--- src/rtl/oag_pkg.sv ---
package oag_pkg;

    localparam logic [3:0] AM_IMM  = 4'd0;
    localparam logic [3:0] AM_ZP   = 4'd1;
    localparam logic [3:0] AM_ZPX  = 4'd2;
    localparam logic [3:0] AM_ZPY  = 4'd3;
    localparam logic [3:0] AM_ABS  = 4'd4;
    localparam logic [3:0] AM_ABSX = 4'd5;
    localparam logic [3:0] AM_ABSY = 4'd6;
    localparam logic [3:0] AM_INDX = 4'd7;
    localparam logic [3:0] AM_INDY = 4'd8;

    typedef enum logic [1:0] {
        ST_IDLE,
        ST_ISSUE,
        ST_WAIT,
        ST_DONE
    } st_e;

    typedef enum logic [2:0] {
        CAT_IMM,
        CAT_ZP,
        CAT_ABS,
        CAT_PRE,
        CAT_POST
    } cat_e;

    typedef enum logic [1:0] {
        IDX_NONE,
        IDX_X,
        IDX_Y
    } idx_sel_e;

    typedef struct packed {
        logic     valid;
        logic [1:0] nreads;
        cat_e     cat;
        idx_sel_e idx;
    } mode_info_t;

endpackage

--- src/rtl/oag_wrap_add.sv ---
module oag_wrap_add #(
    parameter int AW      = 16,
    parameter int DW      = 8,
    parameter int BASE_W  = 16,
    parameter bit ZP_WRAP = 1'b0
) (
    input  logic [BASE_W-1:0] base_i,
    input  logic [DW-1:0]     inc_i,
    output logic [AW-1:0]     sum_o
);

    localparam int HI_W = AW - DW;

    generate
        if (ZP_WRAP) begin : g_page
            // keep the carry inside the zero page
            logic [DW-1:0] low;
            assign low   = base_i[DW-1:0] + inc_i;
            assign sum_o = {{HI_W{1'b0}}, low};
        end else begin : g_full
            assign sum_o = AW'(base_i) + AW'(inc_i);
        end
    endgenerate

endmodule

--- src/rtl/oag_mode_decode.sv ---
module oag_mode_decode
    import oag_pkg::*;
#(
    parameter int MODE_W = 4
) (
    input  logic [MODE_W-1:0] mode_i,
    output mode_info_t        info_o
);

    always_comb begin
        info_o = '{valid: 1'b1, nreads: 2'd0, cat: CAT_IMM, idx: IDX_NONE};
        case (mode_i)
            AM_IMM:  info_o = '{valid: 1'b1, nreads: 2'd0, cat: CAT_IMM,  idx: IDX_NONE};
            AM_ZP:   info_o = '{valid: 1'b1, nreads: 2'd1, cat: CAT_ZP,   idx: IDX_NONE};
            AM_ZPX:  info_o = '{valid: 1'b1, nreads: 2'd1, cat: CAT_ZP,   idx: IDX_X};
            AM_ZPY:  info_o = '{valid: 1'b1, nreads: 2'd1, cat: CAT_ZP,   idx: IDX_Y};
            AM_ABS:  info_o = '{valid: 1'b1, nreads: 2'd2, cat: CAT_ABS,  idx: IDX_NONE};
            AM_ABSX: info_o = '{valid: 1'b1, nreads: 2'd2, cat: CAT_ABS,  idx: IDX_X};
            AM_ABSY: info_o = '{valid: 1'b1, nreads: 2'd2, cat: CAT_ABS,  idx: IDX_Y};
            AM_INDX: info_o = '{valid: 1'b1, nreads: 2'd3, cat: CAT_PRE,  idx: IDX_X};
            AM_INDY: info_o = '{valid: 1'b1, nreads: 2'd3, cat: CAT_POST, idx: IDX_Y};
            default: info_o = '{valid: 1'b0, nreads: 2'd0, cat: CAT_IMM,  idx: IDX_NONE};
        endcase
    end

endmodule

--- src/rtl/oag_addr_calc.sv ---
module oag_addr_calc
    import oag_pkg::*;
#(
    parameter int AW = 16,
    parameter int DW = 8
) (
    input  cat_e                 cat_i,
    input  idx_sel_e             idx_i,
    input  logic [1:0]           step_i,
    input  logic [AW-1:0]        pc_i,
    input  logic [DW-1:0]        x_i,
    input  logic [DW-1:0]        y_i,
    input  logic [2:0][DW-1:0]   bytes_i,
    output logic [AW-1:0]        rd_addr_o,
    output logic [AW-1:0]        ea_o
);

    localparam int HI_W = AW - DW;

    logic [DW-1:0] sel_idx;
    logic [AW-1:0] zp_sum;
    logic [DW-1:0] ptr;
    logic [AW-1:0] ptr_next;
    logic [AW-1:0] pc_next;
    logic [AW-1:0] full_base;
    logic [AW-1:0] full_sum;

    assign sel_idx = (idx_i == IDX_Y) ? y_i : x_i;

    // operand byte plus index, kept in page zero
    oag_wrap_add #(.AW(AW), .DW(DW), .BASE_W(DW), .ZP_WRAP(1'b1)) u_zp_sum (
        .base_i (bytes_i[0]),
        .inc_i  (sel_idx),
        .sum_o  (zp_sum)
    );

    assign ptr = (cat_i == CAT_PRE) ? zp_sum[DW-1:0] : bytes_i[0];

    // second pointer byte, kept in page zero
    oag_wrap_add #(.AW(AW), .DW(DW), .BASE_W(DW), .ZP_WRAP(1'b1)) u_ptr_next (
        .base_i (ptr),
        .inc_i  (DW'(1)),
        .sum_o  (ptr_next)
    );

    // second operand byte, full-space wrap
    oag_wrap_add #(.AW(AW), .DW(DW), .BASE_W(AW), .ZP_WRAP(1'b0)) u_pc_next (
        .base_i (pc_i),
        .inc_i  (DW'(1)),
        .sum_o  (pc_next)
    );

    assign full_base = (cat_i == CAT_POST) ? AW'({bytes_i[2], bytes_i[1]})
                                           : AW'({bytes_i[1], bytes_i[0]});

    oag_wrap_add #(.AW(AW), .DW(DW), .BASE_W(AW), .ZP_WRAP(1'b0)) u_full_sum (
        .base_i (full_base),
        .inc_i  (sel_idx),
        .sum_o  (full_sum)
    );

    always_comb begin
        case (step_i)
            2'd0:    rd_addr_o = pc_i;
            2'd1:    rd_addr_o = (cat_i == CAT_ABS) ? pc_next : {{HI_W{1'b0}}, ptr};
            2'd2:    rd_addr_o = ptr_next;
            default: rd_addr_o = pc_i;
        endcase
    end

    always_comb begin
        case (cat_i)
            CAT_ZP:   ea_o = (idx_i == IDX_NONE) ? {{HI_W{1'b0}}, bytes_i[0]} : zp_sum;
            CAT_ABS:  ea_o = (idx_i == IDX_NONE) ? full_base : full_sum;
            CAT_PRE:  ea_o = AW'({bytes_i[2], bytes_i[1]});
            CAT_POST: ea_o = full_sum;
            default:  ea_o = pc_i;
        endcase
    end

endmodule

--- src/rtl/operand_addr_gen.sv ---
module operand_addr_gen
    import oag_pkg::*;
#(
    parameter int AW     = 16,
    parameter int DW     = 8,
    parameter int MODE_W = 4
) (
    input  logic              clk,
    input  logic              rst_n,
    input  logic              start_i,
    input  logic [MODE_W-1:0] mode_i,
    input  logic [AW-1:0]     pc_i,
    input  logic [DW-1:0]     idx_x_i,
    input  logic [DW-1:0]     idx_y_i,
    output logic              rd_en_o,
    output logic [AW-1:0]     rd_addr_o,
    input  logic [DW-1:0]     rd_data_i,
    output logic              busy_o,
    output logic              done_o,
    output logic              err_o,
    output logic [AW-1:0]     ea_o
);

    typedef struct packed {
        st_e                st;
        logic [1:0]         step;
        logic [1:0]         nreads;
        cat_e               cat;
        idx_sel_e           idx;
        logic [AW-1:0]      pc;
        logic [DW-1:0]      x;
        logic [DW-1:0]      y;
        logic [2:0][DW-1:0] bytes;
        logic [AW-1:0]      ea;
        logic               err;
    } regs_t;

    regs_t              r_q, r_d;
    mode_info_t         dec_info;
    logic [2:0][DW-1:0] bytes_cap;
    logic [AW-1:0]      calc_rd_addr;
    logic [AW-1:0]      calc_ea;

    oag_mode_decode #(.MODE_W(MODE_W)) u_decode (
        .mode_i (mode_i),
        .info_o (dec_info)
    );

    // bytes as they will be once the pending read data is taken
    always_comb begin
        bytes_cap = r_q.bytes;
        if (r_q.st == ST_WAIT) begin
            case (r_q.step)
                2'd0:    bytes_cap[0] = rd_data_i;
                2'd1:    bytes_cap[1] = rd_data_i;
                default: bytes_cap[2] = rd_data_i;
            endcase
        end
    end

    oag_addr_calc #(.AW(AW), .DW(DW)) u_calc (
        .cat_i     (r_q.cat),
        .idx_i     (r_q.idx),
        .step_i    (r_q.step),
        .pc_i      (r_q.pc),
        .x_i       (r_q.x),
        .y_i       (r_q.y),
        .bytes_i   (bytes_cap),
        .rd_addr_o (calc_rd_addr),
        .ea_o      (calc_ea)
    );

    always_comb begin
        r_d = r_q;
        case (r_q.st)
            ST_IDLE: begin
                if (start_i) begin
                    r_d.pc     = pc_i;
                    r_d.x      = idx_x_i;
                    r_d.y      = idx_y_i;
                    r_d.cat    = dec_info.cat;
                    r_d.idx    = dec_info.idx;
                    r_d.nreads = dec_info.nreads;
                    r_d.step   = 2'd0;
                    r_d.bytes  = '0;
                    if (!dec_info.valid) begin
                        r_d.st  = ST_DONE;
                        r_d.err = 1'b1;
                    end else if (dec_info.nreads == 2'd0) begin
                        r_d.st = ST_DONE;
                        r_d.ea = pc_i;
                    end else begin
                        r_d.st = ST_ISSUE;
                    end
                end
            end
            ST_ISSUE: begin
                r_d.st = ST_WAIT;
            end
            ST_WAIT: begin
                r_d.bytes = bytes_cap;
                if (r_q.step == r_q.nreads - 2'd1) begin
                    r_d.st = ST_DONE;
                    r_d.ea = calc_ea;
                end else begin
                    r_d.step = r_q.step + 2'd1;
                    r_d.st   = ST_ISSUE;
                end
            end
            default: begin
                r_d.st  = ST_IDLE;
                r_d.err = 1'b0;
            end
        endcase
    end

    always_ff @(posedge clk) begin
        if (!rst_n) begin
            r_q <= '0;
        end else begin
            r_q <= r_d;
        end
    end

    assign rd_en_o   = (r_q.st == ST_ISSUE);
    assign rd_addr_o = rd_en_o ? calc_rd_addr : '0;
    assign busy_o    = (r_q.st != ST_IDLE);
    assign done_o    = (r_q.st == ST_DONE);
    assign err_o     = r_q.err;
    assign ea_o      = r_q.ea;

endmodule

--- config.mk ---
export PLATFORM = sky130hd
export DESIGN_NAME = operand_addr_gen
export DESIGN_NICKNAME = d
export VERILOG_FILES = /design/src/rtl/oag_pkg.sv /design/src/rtl/oag_wrap_add.sv /design/src/rtl/oag_mode_decode.sv /design/src/rtl/oag_addr_calc.sv /design/src/rtl/operand_addr_gen.sv
export SDC_FILE = /design/constraint.sdc
export NUM_CORES = 1
export LEC_CHECK = 0
export BUFFER_PORTS_ARGS = -buffer_cell sky130_fd_sc_hd__buf_2
export CORE_MARGIN = 5
export CORE_UTILIZATION = 65
export DETAILED_ROUTE_END_ITERATION = 8
export HOLD_SLACK_MARGIN = 0.03
export PLACE_DENSITY = 0.91
export SLEW_MARGIN = 40
export SYNTH_ARGS = -nofsm -noshare
export SYNTH_HDL_FRONTEND = slang
export SYNTH_HIERARCHICAL = 1
export SYNTH_SLANG_ARGS = --single-unit
--- constraint.sdc ---
create_clock -name clk -period 11.9 [get_ports clk]
set_clock_uncertainty 0.15 [all_clocks]
set_input_delay 2.38 -clock clk [delete_from_list [all_inputs] [get_ports clk]]
set_output_delay 2.38 -clock clk [all_outputs]
set_load 0.02 [all_outputs]
==> results.yml, run 1 <==
status:
  status: "complete, no violations"
global_routing:
  grt_use_total: 0.315
  grt_pass1_wl_um: 36500
  grt_pass1_vias: 7111
  gr-total-overflow: 0
  grt_max_degree: 95
  antenna_found_initial: 0
route:
  wl_um: 23300
  routed_via_density: 6.54
  num_vias: 7775
  first_pass_iters: 6
  drt_iter0_markers: 859
  detail_route.wl_per_cell_um: 19.6
  antenna_left: 0
  drc: 0
run:
  drv_cap: 0
place:
  pre_cts_slack_ns: 3.43
  numPortBuffers: 82
  gp_congestion: 1.00
  dpl.hpwl_um: 16700
min_path:
  hold_depth: 2
  hp-class: "reg -> reg"
clock_network:
  post_cts_buffers: 0
  cts_buffer_depth: 2
  root_buffer: "clkbuf_16"
  cts_max_level: 3
  cts.repair.resized: 0
  numCtsBuffers: 9
  tritoncts: "built"
  clk_latency_ns: 0.35
  cts.sink_count: 84
  clk_pin_slew_ns: 0.06
  hold_buffers: 0
logic_synthesis:
  synthDistinctLibCells: 72
  syn_avg_cell_area_um2: 7.96
  ys_seq_elements: 84
  async_flop_share: 0
  netlist.area_leader.share: 0.211
  synth_warnings: 6
  ys_top_cells_by_area: "dfxtp_1, nand2_1, ha_1"
  ys_seq_area_frac: 0.211
  syn_inst: 1001
  synth-edff-count: 0
  post-synth-top-area-cell: "dfxtp_1"
  synth_ff_type: "dfxtp_1"
  syn_area_um2: 7960
worst_setup_path:
  cp_top_family: "simple AND/OR/NAND/NOR gates"
  crit_slowest_cell: "or4_1"
  reg2reg_depth: 19
  timing.critical_path.buf_inv: 4
  path_cells: "buf_2 -> mux2_1 -> ha_1 -> inv_1 -> fa_1 -> nor2b_4 -> o31a_1 -> or4_1 -> nand3_1 -> mux2_2 -> ha_1 -> inv_1 -> or4_1 -> nand3_1 -> a21oi_1 -> a21oi_1 -> and2_1 -> buf_2"
  crit_path_end_kind: "output port"
  path_depth: 18
  critPathRequiredTime_ns: 9.37
  start_kind: "input pin"
  path_max_fanout: 6
  critical_path_class: "in -> out"
  arrival_ns: 5.99
  cpPeakStageDelay_ns: 0.52
final_layout:
  n_antenna_cell: 0
  synthToLayoutAreaGrowth_pct: 7.79
  finish.net_count: 1125
  drive_above_1_share: 0.172
  layout.cells.most_common: "nand2_1"
  final_cell_mix: "nand2_1, dfxtp_1, buf_2"
timing:
  hold-worst-slack_ns: 0.301
  max_freq_ghz: 0.117
  setup_viol: 0
  slew_headroom: 0.443
  setup_tns_ns: 0
  timing.final.hold_violations: 0
  worstMarginPinSlew_ns: 0.833
  fin_crit_ns: 8.52
  grt_setup_unrepaired: "no"
  worst_slack_ns: 3.38
  fin_crit_sh: 0.716
  slew_violations: 0
floorplan:
  placeableCoreArea_um2: 12000
  num_io_pins: 83
  start_util: 0.663
  dieWidth_um: 121
  num_rows: 40
  die_y_um: 121
  dieArea_um2: 14600
power:
  power_density_nw_per_um2: 161
  vdd_drop_max_mv: 0.191
  power.leakage_nw: 3.73
-- layout make-up --
class / count / area, um2
flip-flops and latches: 84 / 1680
repair buffers: 92 / 498
multi-input cells: 825 / 5810
fillers: 979 / 3430
clock inverters: 6 / 95.1
inverters: 24 / 90.1
clock buffers: 10 / 229
well taps: 147 / 184
-- synth_stat cells (15+ instances only) --
library cell	n
nand2_1	165
dfxtp_1	84
a21oi_1	46
clkbuf_1	46
a21boi_1	40
ha_1	38
mux2_2	36
o21ai_0	36
buf_4	33
nor2b_1	31
mux2i_1	26
nor2_1	25
xnor2_1	25
a22oi_1	24
inv_1	23
o2111ai_1	22
and2_1	18
a22o_1	16
mux2_1	16
o2bb2ai_1	16
o21a_1	15
o311ai_1	15
-- metrics by stage --
step	util	total power [mW]	instance area (um2)	cells
after floorplan	-	0.891	8080	1031
after global placement	0.684	1.03	8220	1171
after detailed placement	0.686	1.05	8240	1171
after CTS	0.713	1.36	8560	1187
after global routing	0.715	1.46	8580	1188
final	0.715	1.38	8580	1188
-- state kept, by name, summed over array words and instances, names as in the netlist --
signal	count
err_o	1
r_q	67
ea_o	16
-- where the power goes --
group          internal (mW)  switching, mW
Clock                  0.186          0.122
Combinational          0.264          0.449
Sequential             0.317         0.0439
Total                  0.767          0.615
-- worst paths after layout --
path	endpoint	startpoint	slack (ns)
min reg2reg	r_q[49]	r_q[49]	0.30
max	rd_addr_o[6]	rd_data_i[0]	3.38
min	r_q[49]	r_q[49]	0.30
max reg2reg	ea_o[12]	r_q[80]	6.85
-- kinds of logic (layout without fill, tap and decap cells) --
group,count (synthesis),count (layout),share of synthesized area
other,4,34,0.00188
flip-flops,84,84,0.211
buffers and inverters,122,132,0.0768
AO/OA/AOI/OAI,325,325,0.300
adder cells (fa/ha/maj),42,42,0.0698
XOR/XNOR,34,34,0.0383
AND/OR/NAND/NOR,306,306,0.185
multiplexers,84,84,0.117
-- metal layers --
layer / up-vias / wire length [um] / track usage
met2: 369 / 10700 / 0.501
li1: 3670 / - / -
met4: 0 / 839 / 0.131
met3: 60 / 2070 / 0.0594
met5: - / 0 / 0
met1: 3676 / 9660 / 0.418
-- worst min-delay path: cells and delay by family (launching register included) --
| family | cells | cell delay, ns |
|---|---|---|
| AOI/OAI and AO/OA | 1 | 0.05 |
| DFF | 1 | 0.31 |
| and+or+nand+nor | 1 | 0.05 |
(Power assumes the default switching activity.)
==> run 2: changes to the inputs <==
CORE_UTILIZATION = 61   (was 65)
PLACE_DENSITY = 0.86   (was 0.91)
clock period = 7.9 ns   (was 11.9 ns; I/O delays follow)
==> results.yml, run 2 (synthesis gave the netlist of run 1 again) <==
status:
  status: "complete, no violations"
power:
  p_total_mw: 2.02
  power.leakage_nw: 3.72
  vdd_drop_max_mv: 0.298
  power_density_nw_per_um2: 236
final_layout:
  regArea_um2: 1680
  layout.cells.most_common: "nand2_1"
  finalInstanceArea_um2: 8560
  synthToLayoutAreaGrowth_pct: 7.45
  finish.net_count: 1125
  largest_reg_flops: 67
  instances_no_fill: 1213
  fillers: 1112
  multi_input_area_um2: 5800
  largest_register: "r_q"
  drive_above_1_share: 0.171
  n_antenna_cell: 0
  final_cell_mix: "nand2_1, dfxtp_1, buf_2"
  postLayoutCoreUtil: 0.673
clock_network:
  clk_latency_ns: 0.36
  cts.sink_count: 84
  root_buffer: "clkbuf_16"
  cts.repair.resized: 0
  hold_buffers: 0
  post_cts_buffers: 0
  cts_buffer_depth: 2
  numCtsBuffers: 9
  tritoncts: "built"
  clk_pin_slew_ns: 0.07
  cts_max_level: 3
timing:
  worst_slack_ns: 0.916
  fin_crit_sh: 0.884
  hold-worst-slack_ns: 0.300
  timing.final.hold_violations: 0
  slew_headroom: 0.449
  setup_tns_ns: 0
  slew_violations: 0
  worstMarginPinSlew_ns: 0.824
  fin_crit_ns: 6.98
  grt_setup_unrepaired: "no"
  max_freq_ghz: 0.143
  setup_viol: 0
global_routing:
  antenna_found_initial: 0
  grt_pass1_vias: 7234
  grt_use_total: 0.281
  gr-total-overflow: 0
  grt_max_degree: 95
  grt_pass1_wl_um: 36200
route:
  routed_via_density: 6.41
  detail_route.wl_per_cell_um: 18.7
  first_pass_iters: 6
  drt_iter0_markers: 780
  drc: 0
  num_vias: 7778
  antenna_left: 0
  wl_um: 22700
floorplan:
  start_util: 0.626
  dieArea_um2: 15400
  num_rows: 41
  die_y_um: 124
  num_io_pins: 83
  dieWidth_um: 124
  placeableCoreArea_um2: 12700
worst_setup_path:
  crit_path_end_kind: "output port"
  crit_slowest_cell: "or4_1"
  start_kind: "flop"
  path_cells: "inv_1 -> ha_1 -> nand2_1 -> mux2_1 -> ha_1 -> inv_1 -> fa_1 -> nor2b_4 -> o31a_1 -> or4_1 -> nand3_1 -> mux2_2 -> ha_1 -> inv_1 -> or4_1 -> nand3_1 -> a21oi_1 -> a21oi_1 -> and2_1 -> buf_2"
  critPathRequiredTime_ns: 6.17
  path_max_fanout: 9
  timing.critical_path.buf_inv: 4
  arrival_ns: 5.25
  cpPeakStageDelay_ns: 0.52
  cp_top_family: "simple AND/OR/NAND/NOR gates"
  critical_path_class: "reg -> out"
place:
  dpl.hpwl_um: 16500
  numPortBuffers: 82
  dp_cells: 1197
  pre_cts_slack_ns: 1.02
  gp_congestion: 1.03
  dpl-instance-area_um2: 8270
min_path:
  hp-class: "reg -> reg"
run:
  drv_cap: 0
run 2: cell count changes in the layout (fill, tap and decap cells not counted), sizes merged:
cell      change
clkinvlp      -1
clkinv        +3
bufinv        -2
inv           -1
clkbuf        +1
run 2: layout make-up:
| class | instances | share of cell area |
|---|---|---|
| Tap cell | 172 | 0.0251 |
| Sequential cell | 84 | 0.197 |
| Clock inverter | 5 | 0.00409 |
| Inverter | 24 | 0.0105 |
| Multi-Input combinational cell | 825 | 0.678 |
| Timing Repair Buffer | 92 | 0.0572 |
| Clock buffer | 11 | 0.0284 |
run 2: final timing paths:
check / from / to / slack, ns / cells after the start
setup / recovery: r_q[80] / rd_addr_o[6] / 0.92 / 20
setup reg to reg: r_q[83] / ea_o[12] / 2.78 / 19
hold reg to reg: r_q[54] / r_q[54] / 0.30 / 2
hold / removal: r_q[54] / r_q[54] / 0.30 / 2
run 2: routing by layer:
layer,up-vias,share of wire,global-route usage
met1,3659,0.42,0.358
met4,0,0.030,0.101
met3,57,0.10,0.0901
li1,3684,-,-
met2,378,0.45,0.445
met5,-,0,0.0163
run 2: power breakdown:
| part | switching [mW] | internal (mW) |
|---|---|---|
| clock network | 0.187 | 0.222 |
| registers | 0.0614 | 0.477 |
| logic | 0.672 | 0.399 |
run 2: tightest hold or removal path: stages, from the launching register on:
cell	delay, ns
dfxtp_1	0.31
nand2_1	0.05
a21boi_1	0.05
